### src/rtl/hs_pkg.sv
package hs_pkg;
  typedef enum logic [3:0] {
    M_NONE = 4'd0, M_HELLO = 4'd1, M_CERT = 4'd2, M_IMAGE = 4'd3,
    M_GETID = 4'd4, M_RACK = 4'd5, M_CANCEL = 4'd6,
    M_SOCID = 4'd8, M_RESULT = 4'd9, M_CACK = 4'd10
  } msg_e;

  typedef enum logic [3:0] {
    S_HELLO, S_WCERT, S_CERT_RUN, S_WIMG, S_HASH_RUN,
    S_CMP_RUN, S_DEC_RUN, S_WRACK, S_APPRST, S_DONE
  } st_e;

  localparam int NENG     = 4;
  localparam int E_CERT   = 0;
  localparam int E_HASH   = 1;
  localparam int E_CMP    = 2;
  localparam int E_DEC    = 3;

  localparam logic [1:0] RC_PASS = 2'd0;
  localparam logic [1:0] RC_CERT = 2'd1;
  localparam logic [1:0] RC_HASH = 2'd2;
  localparam logic [1:0] RC_DEC  = 2'd3;
endpackage

### src/rtl/hs_engine_port.sv
// Start/done tracker for one external engine: one-cycle start, busy until
// done or abort, result held until the sequencer consumes it.
module hs_engine_port (
  input  logic clk,
  input  logic rst_n,
  input  logic launch,
  input  logic abort,
  input  logic done,
  input  logic pass,
  input  logic consume,
  output logic start,
  output logic busy,
  output logic fin,
  output logic ok
);
  always_ff @(posedge clk) begin
    if (!rst_n) begin
      start <= 1'b0;
      busy  <= 1'b0;
      fin   <= 1'b0;
      ok    <= 1'b0;
    end else begin
      start <= launch && !abort;
      if (abort) begin
        busy <= 1'b0;
        fin  <= 1'b0;
      end else if (launch) begin
        busy <= 1'b1;
        fin  <= 1'b0;
      end else if (busy && done) begin
        busy <= 1'b0;
        fin  <= 1'b1;
        ok   <= pass;
      end else if (consume) begin
        fin <= 1'b0;
      end
    end
  end
endmodule

### src/rtl/hs_outbox.sv
// Single-entry outbound message holder with valid/ready drain.
module hs_outbox #(
  parameter int DW = 32,
  parameter int TW = 4
) (
  input  logic          clk,
  input  logic          rst_n,
  input  logic          post,
  input  logic [TW-1:0] post_type,
  input  logic [DW-1:0] post_data,
  output logic          out_valid,
  input  logic          out_ready,
  output logic [TW-1:0] out_type,
  output logic [DW-1:0] out_data
);
  always_ff @(posedge clk) begin
    if (!rst_n) begin
      out_valid <= 1'b0;
      out_type  <= '0;
      out_data  <= '0;
    end else if (post) begin
      out_valid <= 1'b1;
      out_type  <= post_type;
      out_data  <= post_data;
    end else if (out_valid && out_ready) begin
      out_valid <= 1'b0;
    end
  end
endmodule

### src/rtl/boot_handshake_seq.sv
module boot_handshake_seq
  import hs_pkg::*;
#(
  parameter int DW = 32,
  parameter int VW = 32
) (
  input  logic          clk,
  input  logic          rst_n,
  input  logic          in_valid,
  output logic          in_ready,
  input  logic [3:0]    in_type,
  input  logic [DW-1:0] in_data,
  input  logic          in_last,
  output logic          out_valid,
  input  logic          out_ready,
  output logic [3:0]    out_type,
  output logic [DW-1:0] out_data,
  input  logic [DW-1:0] soc_id,
  output logic [DW-1:0] job_word,
  output logic          cert_start,
  input  logic          cert_done,
  input  logic          cert_pass,
  input  logic          cert_decrypt,
  output logic          hash_start,
  input  logic          hash_done,
  output logic          cmp_start,
  input  logic          cmp_done,
  input  logic          cmp_pass,
  output logic          dec_start,
  input  logic          dec_done,
  input  logic          dec_pass,
  output logic          eng_abort,
  output logic          app_rst,
  output logic [VW-1:0] app_boot_vec,
  output logic          err_flag
);
  localparam logic [VW-1:0] BOOT_VEC = '0;

  st_e             state, nxt;
  logic            dec_en, last_q;
  logic            acc, fin_any, ok_any, consume, abort, err_set, post;
  logic            last_n, load_job;
  logic [3:0]      ptype;
  logic [DW-1:0]   pdata;
  logic [NENG-1:0] launch, e_start, e_busy, e_fin, e_ok, e_done, e_pass;

  assign e_done = {dec_done, cmp_done, hash_done, cert_done};
  assign e_pass = {dec_pass, cmp_pass, 1'b1, cert_pass};

  for (genvar g = 0; g < NENG; g++) begin : g_eng
    hs_engine_port u_port (
      .clk    (clk),
      .rst_n  (rst_n),
      .launch (launch[g]),
      .abort  (abort),
      .done   (e_done[g]),
      .pass   (e_pass[g]),
      .consume(consume),
      .start  (e_start[g]),
      .busy   (e_busy[g]),
      .fin    (e_fin[g]),
      .ok     (e_ok[g])
    );
  end

  assign cert_start = e_start[E_CERT];
  assign hash_start = e_start[E_HASH];
  assign cmp_start  = e_start[E_CMP];
  assign dec_start  = e_start[E_DEC];

  assign fin_any  = |e_fin;
  assign ok_any   = |(e_fin & e_ok);
  assign in_ready = !out_valid && !fin_any && (state != S_APPRST) && (state != S_DONE);
  assign acc      = in_valid && in_ready;

  hs_outbox #(.DW(DW), .TW(4)) u_outbox (
    .clk      (clk),
    .rst_n    (rst_n),
    .post     (post),
    .post_type(ptype),
    .post_data(pdata),
    .out_valid(out_valid),
    .out_ready(out_ready),
    .out_type (out_type),
    .out_data (out_data)
  );

  function automatic logic [DW-1:0] rcode(input logic [1:0] c);
    logic [DW-1:0] w;
    w = '0;
    w[1:0] = c;
    return w;
  endfunction

  function automatic logic cancel_state(input st_e s);
    return (s == S_WCERT) || (s == S_CERT_RUN) || (s == S_WIMG) ||
           (s == S_HASH_RUN) || (s == S_CMP_RUN) || (s == S_DEC_RUN);
  endfunction

  always_comb begin
    nxt      = state;
    post     = 1'b0;
    ptype    = M_NONE;
    pdata    = '0;
    launch   = '0;
    abort    = 1'b0;
    err_set  = 1'b0;
    consume  = 1'b0;
    last_n   = last_q;
    load_job = 1'b0;
    if (state == S_APPRST) begin
      nxt = S_DONE;
    end else if (fin_any && !out_valid) begin
      consume = 1'b1;
      case (state)
        S_CERT_RUN: begin
          if (ok_any) nxt = S_WIMG;
          else begin
            post = 1'b1; ptype = M_RESULT; pdata = rcode(RC_CERT); nxt = S_WCERT;
          end
        end
        S_HASH_RUN: begin
          if (!ok_any) begin
            post = 1'b1; ptype = M_RESULT; pdata = rcode(RC_HASH); nxt = S_WCERT;
          end else if (last_q) begin
            launch[E_CMP] = 1'b1; nxt = S_CMP_RUN;
          end else nxt = S_WIMG;
        end
        S_CMP_RUN: begin
          if (!ok_any) begin
            post = 1'b1; ptype = M_RESULT; pdata = rcode(RC_HASH); nxt = S_WCERT;
          end else if (dec_en) begin
            launch[E_DEC] = 1'b1; nxt = S_DEC_RUN;
          end else begin
            post = 1'b1; ptype = M_RESULT; pdata = rcode(RC_PASS); nxt = S_WRACK;
          end
        end
        S_DEC_RUN: begin
          post  = 1'b1;
          ptype = M_RESULT;
          if (ok_any) begin pdata = rcode(RC_PASS); nxt = S_WRACK; end
          else begin pdata = rcode(RC_DEC); nxt = S_WCERT; end
        end
        default: ;
      endcase
    end else if (acc) begin
      if (in_type == M_GETID && state != S_HELLO) begin
        post = 1'b1; ptype = M_SOCID; pdata = soc_id;
      end else if (in_type == M_CANCEL && cancel_state(state)) begin
        abort = 1'b1; post = 1'b1; ptype = M_CACK; nxt = S_WCERT;
      end else begin
        case (state)
          S_HELLO: if (in_type == M_HELLO) nxt = S_WCERT; else err_set = 1'b1;
          S_WCERT: begin
            if (in_type == M_CERT) begin
              launch[E_CERT] = 1'b1; load_job = 1'b1; nxt = S_CERT_RUN;
            end else err_set = 1'b1;
          end
          S_WIMG: begin
            if (in_type == M_IMAGE) begin
              launch[E_HASH] = 1'b1; load_job = 1'b1; last_n = in_last; nxt = S_HASH_RUN;
            end else err_set = 1'b1;
          end
          S_WRACK: if (in_type == M_RACK) nxt = S_APPRST; else err_set = 1'b1;
          default: err_set = 1'b1;
        endcase
      end
    end
  end

  always_ff @(posedge clk) begin
    if (!rst_n) begin
      state     <= S_HELLO;
      dec_en    <= 1'b0;
      last_q    <= 1'b0;
      job_word  <= '0;
      eng_abort <= 1'b0;
      err_flag  <= 1'b0;
    end else begin
      state     <= nxt;
      last_q    <= last_n;
      eng_abort <= abort;
      if (load_job) job_word <= in_data;
      if (e_busy[E_CERT] && cert_done && !abort) dec_en <= cert_decrypt;
      if (err_set) err_flag <= 1'b1;
    end
  end

  assign app_rst      = (state == S_APPRST);
  assign app_boot_vec = BOOT_VEC;
endmodule

### config.mk
export PLATFORM = sky130hd
export DESIGN_NAME = boot_handshake_seq
export DESIGN_NICKNAME = d
export VERILOG_FILES = /design/src/rtl/hs_pkg.sv /design/src/rtl/hs_engine_port.sv /design/src/rtl/hs_outbox.sv /design/src/rtl/boot_handshake_seq.sv
export SDC_FILE = /design/constraint.sdc
export NUM_CORES = 1
export LEC_CHECK = 0
export ABC_CLOCK_PERIOD_IN_PS = 2200
export BUFFER_PORTS_ARGS = -buffer_cell sky130_fd_sc_hd__buf_2
export CORE_AREA = 2 2 103 105
export DETAILED_ROUTE_END_ITERATION = 10
export DIE_AREA = 0 0 105 107
export PLACE_DENSITY_LB_ADDON = 0.3
export SLEW_MARGIN = 20
export SYNTH_ARGS = -nofsm -noshare
export SYNTH_HDL_FRONTEND = slang
export SYNTH_SLANG_ARGS = --single-unit
export TNS_END_PERCENT = 10
### constraint.sdc
create_clock -name clk -period 2.2 [get_ports clk]
set_input_delay 0.11 -clock clk [delete_from_list [all_inputs] [get_ports clk]]
set_output_delay 0.11 -clock clk [all_outputs]
set_load 0.02 [all_outputs]
=== After elaboration in Yosys (flattened, before gate mapping) ===
Index checks and enable logic that the tools add are counted.

* Latch bits: 0
* Register bits after elaboration: 93
* Bits in read-only memories: 0
* Bits of input ports: 81
* Output and inout bits: 109
* Word-level logic and storage cells: 218
* Memories kept: 0
* RAM bits: 0

* Equality and inequality tests: 28
* Multiplexer cells: 96
* Shifts and indexed selects: 0
* $mul: 0
* Magnitude comparators: 0
* Bitwise logic cells: 11
* Reduce and logical (&&, ||, !) cells: 57
* Div/mod/pow operators: 0
* Add/subtract/negate cells: 0

{| class="wikitable"
|+ Operator list
! cell !! number
|-
| 32-bit two-way mux || 4
|-
| 4-bit two-way mux || 19
|-
| 1-bit two-way mux || 55
|-
| 4-bit case mux with 4 select lines || 2
|-
| 4-bit by 3-bit equality test with 1-bit output, second input constant || 7
|-
| 2-bit nonzero test || 10
|-
| 1-bit logical AND || 17
|-
| 4-bit by 2-bit equality test with 1-bit output, second input constant || 4
|-
| 2-bit two-way mux || 8
|-
| 4-bit inequality test, second input constant || 4
|-
| 8-bit AND reduction || 2
|-
| 4-bit case mux with 3 select lines || 1
|-
| 3-bit AND reduction || 4
|-
| 3-bit OR reduction || 4
|-
| 5-bit by 3-bit inequality test with 1-bit output, second input constant || 2
|-
| 5-bit inequality test, second input constant || 2
|-
| 1-bit NOT || 10
|-
| 3-bit two-way mux || 3
|-
| 4-bit by 1-bit equality test with 1-bit output, second input constant || 2
|-
| 4-bit by 2-bit inequality test with 1-bit output, second input constant || 2
|-
| 2-bit OR reduction || 4
|-
| 4-bit OR reduction || 2
|-
| 7-bit AND reduction || 1
|-
| 7-bit nonzero test || 1
|-
| 16 further kinds || 22
|}

=== Depth between registers and ports, before layout ===
Gate-level depths: netlist of run 1.

* Word-level depth: 14
* Mapped depth: 8
* Mapped depth without buffers: 5

=== Cells and area by module ===
A second synthesis of run 1 with hierarchy kept.

* Cells, all modules: 472
* Area total of the unflattened synthesis: 4484.3 um2

{| class="wikitable"
|+ Modules (own cells, without submodules)
! module !! area each (um2) !! cells each !! times used !! seq. area each (um2)
|-
| boot_handshake_seq || 2451.1 || 290 || 1 || 800.8
|-
| hs_outbox || 1422.6 || 118 || 1 || 740.7
|-
| hs_engine_port || 152.6 || 16 || 4 || 80.1
|}

=== Worst setup path before layout of run 1 ===
Ideal clock, no wire load.

* Path kind: register to register
* Start: reg g_eng[1].u_port.fin
* End: reg u_outbox.out_data[25]
* Setup slack: 85 ps
* Data arrival time: 1998 ps
* Period minus slack after synthesis: 2115 ps
* Stages on the path, launching flop included: 7
* Library setup time: 117 ps
* Required time: 2083 ps
* Path through: dfxtp_1 -> or4_4 -> or4b_4 -> a21oi_4 -> a211oi_2 -> buf_6 -> a22o_1

* Longest elaborated chain between the ends: 9

{| class="wikitable"
|+ Ends and longest elaborated chain
! element !! RTL line !! text
|-
| start, declared || hs_engine_port.sv:13 || <nowiki>output logic fin,</nowiki>
|-
| start signal, assigned || hs_engine_port.sv:20 || <nowiki>fin <= 1'b0;</nowiki>
|-
| start signal, assigned || hs_engine_port.sv:26 || <nowiki>fin <= 1'b0;</nowiki>
|-
| start signal, assigned || hs_engine_port.sv:29 || <nowiki>fin <= 1'b0;</nowiki>
|-
| 4-bit OR reduction || boot_handshake_seq.sv:71 || <nowiki>assign fin_any = |e_fin;</nowiki>
|-
| 1-bit logical NOT || boot_handshake_seq.sv:73 || <nowiki>assign in_ready = !out_valid && !fin_any && (state != S_APPRST) && (state != S_DONE);</nowiki>
|-
| 1-bit logical AND (3 in a row) || boot_handshake_seq.sv:73 ||
|-
| 1-bit logical AND || boot_handshake_seq.sv:74 || <nowiki>assign acc = in_valid && in_ready;</nowiki>
|-
| 32-bit two-way mux / 1-bit two-way mux (equally long branches) || boot_handshake_seq.sv:146 || <nowiki>end else if (acc) begin</nowiki>
|-
| 32-bit two-way mux / 1-bit two-way mux (equally long branches) || boot_handshake_seq.sv:113 || <nowiki>end else if (fin_any && !out_valid) begin</nowiki>
|-
| 32-bit two-way mux / 1-bit two-way mux (equally long branches) || boot_handshake_seq.sv:111 || <nowiki>if (state == S_APPRST) begin</nowiki>
|-
| end signal, assigned || hs_outbox.sv:24 || <nowiki>out_data <= post_data;</nowiki>
|-
| end, declared || hs_outbox.sv:14 || <nowiki>output logic [DW-1:0] out_data</nowiki>
|}

Parallel ways exist; a longest one is shown, timed or not.
A chain may end at the register's enable or synchronous reset.

=== Worst setup path in the final report of run 1 ===
* Start: reg g_eng[2].u_port.fin
* End: reg u_outbox.out_data[11]

* Longest elaborated chain between the ends: 9

{| class="wikitable"
|+ Ends and longest elaborated chain
! element !! RTL line
|-
| start, declared || hs_engine_port.sv:13
|-
| start signal, assigned || hs_engine_port.sv:20
|-
| start signal, assigned || hs_engine_port.sv:26
|-
| start signal, assigned || hs_engine_port.sv:29
|-
| 4-bit OR reduction || boot_handshake_seq.sv:71
|-
| 1-bit logical NOT || boot_handshake_seq.sv:73
|-
| 1-bit logical AND (3 in a row) || boot_handshake_seq.sv:73
|-
| 1-bit logical AND || boot_handshake_seq.sv:74
|-
| 32-bit two-way mux / 1-bit two-way mux (equally long branches) || boot_handshake_seq.sv:146
|-
| 32-bit two-way mux / 1-bit two-way mux (equally long branches) || boot_handshake_seq.sv:113
|-
| 32-bit two-way mux / 1-bit two-way mux (equally long branches) || boot_handshake_seq.sv:111
|}

Parallel ways exist; a longest one is shown, timed or not.

==> implementation parameters, run 1 <==
Parameter                              Value

Floorplanning
  Number of top-level pins    190
  Die Outline Area    11200 sq um
  Die W    105 um
  Area of the core region    10100 sq um
  Starting density of the core    39.1%
  Die outline height    107 um
  Std cell rows    37

Cells and area
  Utilization of the core after routing    59.6%
  Total of fill cells in the finished design    841
  Net count, final    740
  Non-Filler Cell Area, Final    6020 sq um
  Share of layout cells above drive strength 1    36.4%
  Area overhead of the layout relative to synthesis    52.6%
  Diode count    0
  Layout Cells excl Fill    800

Timing
  Final worst slack    -36.2 ps
  RSZ-0062 raised after global routing    true
  Transition at the pin with the smallest max-transition slack    621 ps
  Number of endpoints with negative hold slack in the final report    0
  Highest achievable clock rate    447 MHz
  Slew headroom    58.0%
  Final period utilization    102%
  Number of endpoints failing setup at the final stage    30
  Post-layout min period    2240 ps
  Number of slew-limit violations in the final report    0
  Worst clock skew    8.37 ps

Synthesis
  Post-Synthesis Mean Instance Area    9.88 sq um
  Simple logic cell fraction of the synthesized area    16.4%
  Post-synthesis instance total    399
  Library cell occupying the most area in the post-synthesis netlist    sky130_fd_sc_hd__dfxtp_1
  Netlist area before placement    3940 sq um
  Compound-Gate Fraction of Synth Area    16.5%
  Flops & latches, synth    92
  Combinational family with the most area after synthesis    compound AO/OA/AOI/OAI gates
  Flip-flop cell with the highest count after synthesis    sky130_fd_sc_hd__dfxtp_1
  Post-synthesis adder-cell area fraction    0%
  Proportion of netlist area held by the largest area contributor    46.7%
  Number of flops mapped to enable cells by yosys    0
  Proportion of register bits with asynchronous set or reset after synthesis    0%
  Post-synthesis share of cell area spent on xor and xnor gates    0.222%
  Post-synthesis sequential area ratio    46.7%
  Post-synthesis cell type count    60
  Multiplexer fraction of the synthesized cell area    9.65%
  Cells taking the most area after synthesis    sky130_fd_sc_hd__dfxtp_1 (47%), sky130_fd_sc_hd__mux2i_1 (9.7%), sky130_fd_sc_hd__buf_4 (7.4%)
  Synth warnings    0

Worst setup path
  Kind of end point of the critical path    flip-flop
  Crit path largest cell delay    580 ps
  Data required time at the worst endpoint    2500 ps
  Worst-path fanout max    6
  Critical-path cell with the highest stage delay    sky130_fd_sc_hd__or4b_4
  Crit path launch type    flip-flop
  Critical path class    flip-flop to flip-flop
  Crit-path cells    or4_4 -> or4b_4 -> buf_6 -> nor3_4 -> buf_6 -> buf_4 -> a22o_1
  Worst path arrival time    2540 ps
  Number of buffers and inverters on the critical path    3
  Top delay family on crit path    simple AND/OR/NAND/NOR gates
  Cell type with the highest occurrence count on the critical path    sky130_fd_sc_hd__buf_6

Clock network
  Inserted Clock Buffers    9
  TritonCTS clock tree    done
  Clk root buf    sky130_fd_sc_hd__clkbuf_8
  Clock transition time at the flip-flop clock pins of the worst setup and hold paths    90 ps
  Total clock sinks    92
  H-tree lvl count    3
  Clk Latency, worst-skew pair    360 ps
  Clock Path Buffers    2

Power and ir drop
  Worst vdd ir    322 uV
  Leakage dissipation    0.00307 uW
  Power consumption    3160 uW
  Power density over the cells    525 nW/um^2

Global routing
  Via count of the first global-routing pass    3816
  Global-route wire length before repair    18000 um
  Initial antenna violation count    0
  Overall routing resource usage    19.9%
  Final global-route overflow total    0
  Largest net degree at the start of global routing    42

Drt
  Routed wire length    11900 um
  Post-route antenna net violation count    0
  Vias after detailed routing    3928
  First drt pass iteration count    5
  Via count normalized by instance count    4.91
  Number of DRC markers in iteration 0    254
  Routed WL per cell    14.9 um
  Total DRC errors in the routed layout    0

Placement
  Cell Count Post-Placement    700
  Half-perimeter wire length after detailed placement    7540 um
  Placed Area    4930 sq um
  Port Buffers    156
  Last weighted congestion value of the routability-driven placer    0.890

Outcome
  Status    finished with violations
  Violations in the final reports    negative setup slack

Flow run
  Reported max-cap violation count    0

Min path
  Worst min path class    primary input to flip-flop
cell type report:
type	instances	area, sq um	area share (%)
Timing Repair Buffer	276	1940	32.2
Sequential cell	92	1840	30.7
Multi-Input combinational cell	275	1840	30.7
Tap cell	136	170	2.83
Clock buffer	10	128	2.12
Clock inverter	6	71.3	1.19
Inverter	5	18.8	0.312
worst paths after layout:
kind	from	end	slack, ps	cells past startpoint
hold / removal	cert_decrypt	dec_en$_SDFFE_PN0P_	20	3
setup / recovery	g_eng[2].u_port.fin$_SDFFE_PP0P_	u_outbox.out_data[11]$_SDFFE_PN0P_	-40	7
setup reg to reg	g_eng[2].u_port.fin$_SDFFE_PP0P_	u_outbox.out_data[11]$_SDFFE_PN0P_	-40	7
hold reg to reg	u_outbox.out_type[3]$_SDFFE_PN0P_	u_outbox.out_type[3]$_SDFFE_PN0P_	450	2
registers in the layout, indices dropped and copies added, names as in the netlist:
| name | count |
|---|---|
| last_q | 1 |
| dec_en | 1 |
| eng_abort | 1 |
| g_eng.u_port.fin | 4 |
| state | 4 |
| job_word | 32 |
| g_eng.u_port.busy | 4 |
| u_outbox.out_data | 32 |
| g_eng.u_port.start | 4 |
| u_outbox.out_valid | 1 |
| g_eng.u_port.ok | 4 |
| err_flag | 1 |
| u_outbox.out_type | 3 |
power by group:
part | leakage, uW | internal, uW | total, uW | switching [uW]
registers | 0.000742 | 1670 | 1670 | 1.56
logic | 0.00223 | 177 | 339 | 162
clock network | 0.0000988 | 538 | 1150 | 613
cells in the final DEF (no fill, tap or decap), types with 5 or more instances in the layout:
cell / count
sky130_fd_sc_hd__dlygate4sd3_1: 67
sky130_fd_sc_hd__conb_1: 33
sky130_fd_sc_hd__nor3b_1: 5
sky130_fd_sc_hd__dfxtp_1: 90
sky130_fd_sc_hd__nand2_1: 20
sky130_fd_sc_hd__nand2b_1: 8
sky130_fd_sc_hd__clkbuf_8: 9
sky130_fd_sc_hd__a21oi_1: 14
sky130_fd_sc_hd__buf_2: 156
sky130_fd_sc_hd__buf_6: 8
sky130_fd_sc_hd__mux2i_1: 38
sky130_fd_sc_hd__inv_1: 5
sky130_fd_sc_hd__a22oi_1: 5
sky130_fd_sc_hd__a22o_1: 30
sky130_fd_sc_hd__buf_4: 41
sky130_fd_sc_hd__nor2_1: 52
per-layer routing:
| metal | track usage [%] | vias to the layer above | wire length [um] |
|---|---|---|---|
| met4 | 8.48 | 0 | 317 |
| li1 | - | 1878 | - |
| met3 | 5.23 | 27 | 811 |
| met5 | 0 | - | 0 |
| met2 | 34.8 | 181 | 5930 |
| met1 | 23.0 | 1842 | 4870 |
cells in the mapped netlist (2+ instances only):
library cell	n
sky130_fd_sc_hd__mux2i_1	38
sky130_fd_sc_hd__o311ai_0	2
sky130_fd_sc_hd__inv_1	5
sky130_fd_sc_hd__a21o_1	2
sky130_fd_sc_hd__nand2b_1	8
sky130_fd_sc_hd__dfxtp_1	92
sky130_fd_sc_hd__nor3_1	4
sky130_fd_sc_hd__nand4_1	4
sky130_fd_sc_hd__nor2_1	53
sky130_fd_sc_hd__nor2b_1	3
sky130_fd_sc_hd__buf_4	39
sky130_fd_sc_hd__a32oi_1	3
sky130_fd_sc_hd__a211oi_1	2
sky130_fd_sc_hd__nand3_1	4
sky130_fd_sc_hd__a22oi_1	5
sky130_fd_sc_hd__buf_2	2
sky130_fd_sc_hd__clkbuf_1	14
sky130_fd_sc_hd__and2_1	4
sky130_fd_sc_hd__nor4b_1	2
sky130_fd_sc_hd__o2111ai_1	3
sky130_fd_sc_hd__nand2_1	21
sky130_fd_sc_hd__a21oi_1	14
sky130_fd_sc_hd__o2bb2ai_1	2
sky130_fd_sc_hd__nor3b_1	5
sky130_fd_sc_hd__buf_6	3
sky130_fd_sc_hd__a22o_1	30
sky130_fd_sc_hd__a211o_1	2
what timing repair did:
item                                    CTS  global route
gates resized for setup                   1            17
buffers inserted                          0            12
hold buffers                             66             1
endpoints found under the setup margin   21            85
gates cloned                              0             6
hold endpoints to repair                 66             1
pin swaps                                 1            27
stage by stage:
| step | setup TNS, ps | hold slack (ps) | worst slack [ps] |
|---|---|---|---|
| detailed placement | -427 | 329 | -38.1 |
| global route | -2300 | 20.1 | -84.2 |
| global placement | 0 | 326 | 42.8 |
| finish | -609 | 20.8 | -36.2 |
| floorplan | 0 | 243 | 85.0 |
| CTS | -225 | 1.26 | -20.5 |
cells by family after synthesis:
group,after synthesis
compound gates,81
xor+xnor,1
buf+inv,64
flops,92
mux,38
other cells,1
simple gates,122
worst reg2reg max path, stage by stage (launching register included):
cell	delay (ps)
sky130_fd_sc_hd__dfxtp_2	330
sky130_fd_sc_hd__or4_4	560
sky130_fd_sc_hd__or4b_4	580
sky130_fd_sc_hd__buf_6	150
sky130_fd_sc_hd__nor3_4	130
sky130_fd_sc_hd__buf_6	150
sky130_fd_sc_hd__buf_4	140
sky130_fd_sc_hd__a22o_1	140
(Power assumes the default switching activity.)
==> inputs of run 2 (changes only) <==
- ABC_CLOCK_PERIOD_IN_PS: 2200 -> 2500
- RECOVER_POWER: unset -> 25
- clock period: 2.2 -> 2.5 ns (I/O delays scaled with it)
==> run 2 against run 1 <==
The flow now finishes without violations; clock power barely moved; die area did not move; worst setup slack better by 190 ps; design area is 8.4% lower; total power down 10%; clock-buffer cell count unchanged; maximum frequency down 4.8%; sequential power down 12%; global-route usage is 0.93 points lower; final cell count is 6.3% lower; via count is 7.1% lower; critical path type unchanged; critical endpoint is now u_outbox.out_data[0]$_SDFFE_PN0P_.
==> implementation parameters, run 2 (synthesis gave the netlist of run 1 again) <==
Parameter                              Value

Outcome
  Status    finished clean

Floorplanning
  Number of top-level pins    190 (unchanged)
  Area of the core region    10100 sq um (unchanged)
  Std cell rows    37 (unchanged)
  Die Outline Area    11200 sq um (unchanged)
  Die outline height    107 um (unchanged)
  Starting density of the core    39.1% (unchanged)
  Die W    105 um (unchanged)

Min path
  Startpoint of the lowest-slack hold path    cmp_pass
  Worst min path class    primary input to flip-flop

Worst setup path
  Worst-path fanout max    20 (+14)
  Data required time at the worst endpoint    2780 ps (+280 ps)
  Worst path arrival time    2630 ps (+90 ps)
  Reg-to-Reg Start    state[1]$_SDFFE_PP0P_
  Worst Setup SP    state[1]$_SDFFE_PP0P_
  Kind of end point of the critical path    flip-flop
  Crit path launch type    flip-flop
  Critical path class    flip-flop to flip-flop

Cells and area
  Share of layout cells above drive strength 1    25.2% (-11 points)
  Utilization of the core after routing    54.6% (-5.0 points)
  Commonest non-fill, non-tap cell in the layout    sky130_fd_sc_hd__buf_2
  Net count, final    690 (-6.8%)
  Area overhead of the layout relative to synthesis    39.7%
  Commonest cells after routing, fill and taps aside    sky130_fd_sc_hd__buf_2 (114), sky130_fd_sc_hd__dfxtp_1 (92), sky130_fd_sc_hd__dlygate4sd3_1 (56), sky130_fd_sc_hd__nor2_1 (53), sky130_fd_sc_hd__clkbuf_1 (43)
  Largest registers ranked by flip-flop count    job_word: 32 flops, u_outbox.out_data: 32 flops
  Diode count    0 (unchanged)

Power and ir drop
  Leakage dissipation    0.00263 uW (-14%)
  Worst vdd ir    448 uV (+39%)
  Power consumption    2840 uW (-10%)
  Power density over the cells    515 nW/um^2 (-1.9%)

Clock network
  Post-CTS Setup Repair Bufs    0 (unchanged)
  Clock transition time at the flip-flop clock pins of the worst setup and hold paths    100 ps (about the same)
  Clk Latency, worst-skew pair    360 ps (about the same)
  Total clock sinks    92 (unchanged)
  Inserted Clock Buffers    9 (unchanged)
  TritonCTS clock tree    done
  Clock Path Buffers    2 (unchanged)
  H-tree lvl count    3 (unchanged)
  Clk root buf    sky130_fd_sc_hd__clkbuf_8

Timing
  Post-layout min period    2350 ps (+112 ps)
  Number of endpoints with negative hold slack in the final report    0 (unchanged)
  Sum of negative setup slack    0 ps (+609 ps)
  Transition at the pin with the smallest max-transition slack    770 ps (+148 ps)
  Final period utilization    93.9% (-7.7 points)
  Slew headroom    48.0% (-10 points)
  Number of slew-limit violations in the final report    0 (unchanged)
  Final hold slack    15.0 ps (-5.81 ps)
  Number of endpoints failing setup at the final stage    0 (-100%)
  Highest achievable clock rate    426 MHz (-4.8%)
  Worst clock skew    14.1 ps (+5.72 ps)
  RSZ-0062 raised after global routing    false

Global routing
  Largest net degree at the start of global routing    42 (unchanged)
  Initial antenna violation count    0 (unchanged)
  Global-route wire length before repair    17300 um (-4.0%)
  Overall routing resource usage    19.0% (-0.93 points)
  Via count of the first global-routing pass    3586 (-6.0%)
  Final global-route overflow total    0 (unchanged)

Placement
  Last weighted congestion value of the routability-driven placer    0.942 (+5.8%)
  Port Buffers    156 (unchanged)
  Half-perimeter wire length after detailed placement    7440 um (-1.4%)

Drt
  Vias after detailed routing    3648 (-7.1%)
  Number of DRC markers in iteration 0    180 (-29%)
  Total DRC errors in the routed layout    0 (unchanged)
  Via count normalized by instance count    4.86 (-0.94%)
  First drt pass iteration count    4 (-1)
  Routed WL per cell    14.4 um (-3.3%)
  Routed wire length    10800 um (-9.3%)
  Post-route antenna net violation count    0 (unchanged)

Flow run
  Reported max-cap violation count    0 (unchanged)
[run 2: final timing paths]
kind	cells past startpoint	slack, ps	endpoint
worst min register to register	2	460	u_outbox.out_type[3]$_SDFFE_PN0P_
worst min-delay path	3	20	g_eng[2].u_port.ok$_SDFFE_PN0P_
worst max-delay path	6	150	u_outbox.out_data[0]$_SDFFE_PN0P_
worst max register to register	6	150	u_outbox.out_data[0]$_SDFFE_PN0P_
[run 2: routing by layer]
| metal | vias to the layer above | share of wire, % | track usage, % |
|---|---|---|---|
| met5 | - | 0 | 0 |
| met4 | 0 | 1.5 | 6.48 |
| met3 | 16 | 7.5 | 5.71 |
| met2 | 166 | 48 | 32.7 |
| met1 | 1688 | 43 | 22.5 |
| li1 | 1778 | - | - |
[run 2: cell type report]
cell class                 instances  area (sq um)
timing repair buffer             226          1430
inverter                           5          18.8
tap                              136           170
fill                             939          4580
multi-input combinational        275          1820
sequential                        92          1840
clock buffer                      10           128
clock inverter                     6          96.3
[run 2: report_power, final]
part,switching [uW],internal [uW]
clock,539,576
combinational,130,125
sequential,1.48,1470
[run 2: through the flow]
stage                     setup slack (ps)  std cells  instance area (sq um)
after global placement                 243        678                   4780
after global routing                  16.1        750                   5510
final                                  152        750                   5510
after floorplan                        385        431                   4060
after detailed placement               169        678                   4780
after CTS                              147        750                   5560
[run 2: critical path: stages, from the launching register on]
cell,delay (ps)
sky130_fd_sc_hd__dfxtp_1,440
sky130_fd_sc_hd__or2_2,370
sky130_fd_sc_hd__o2111ai_1,390
sky130_fd_sc_hd__a21oi_4,120
sky130_fd_sc_hd__a211oi_4,600
sky130_fd_sc_hd__buf_12,230
sky130_fd_sc_hd__o2bb2ai_1,120
[run 2: timing repair]
item	CTS	global route
hold buffers	56	0
hold endpoints to repair	56	0
gates resized for setup	0	0
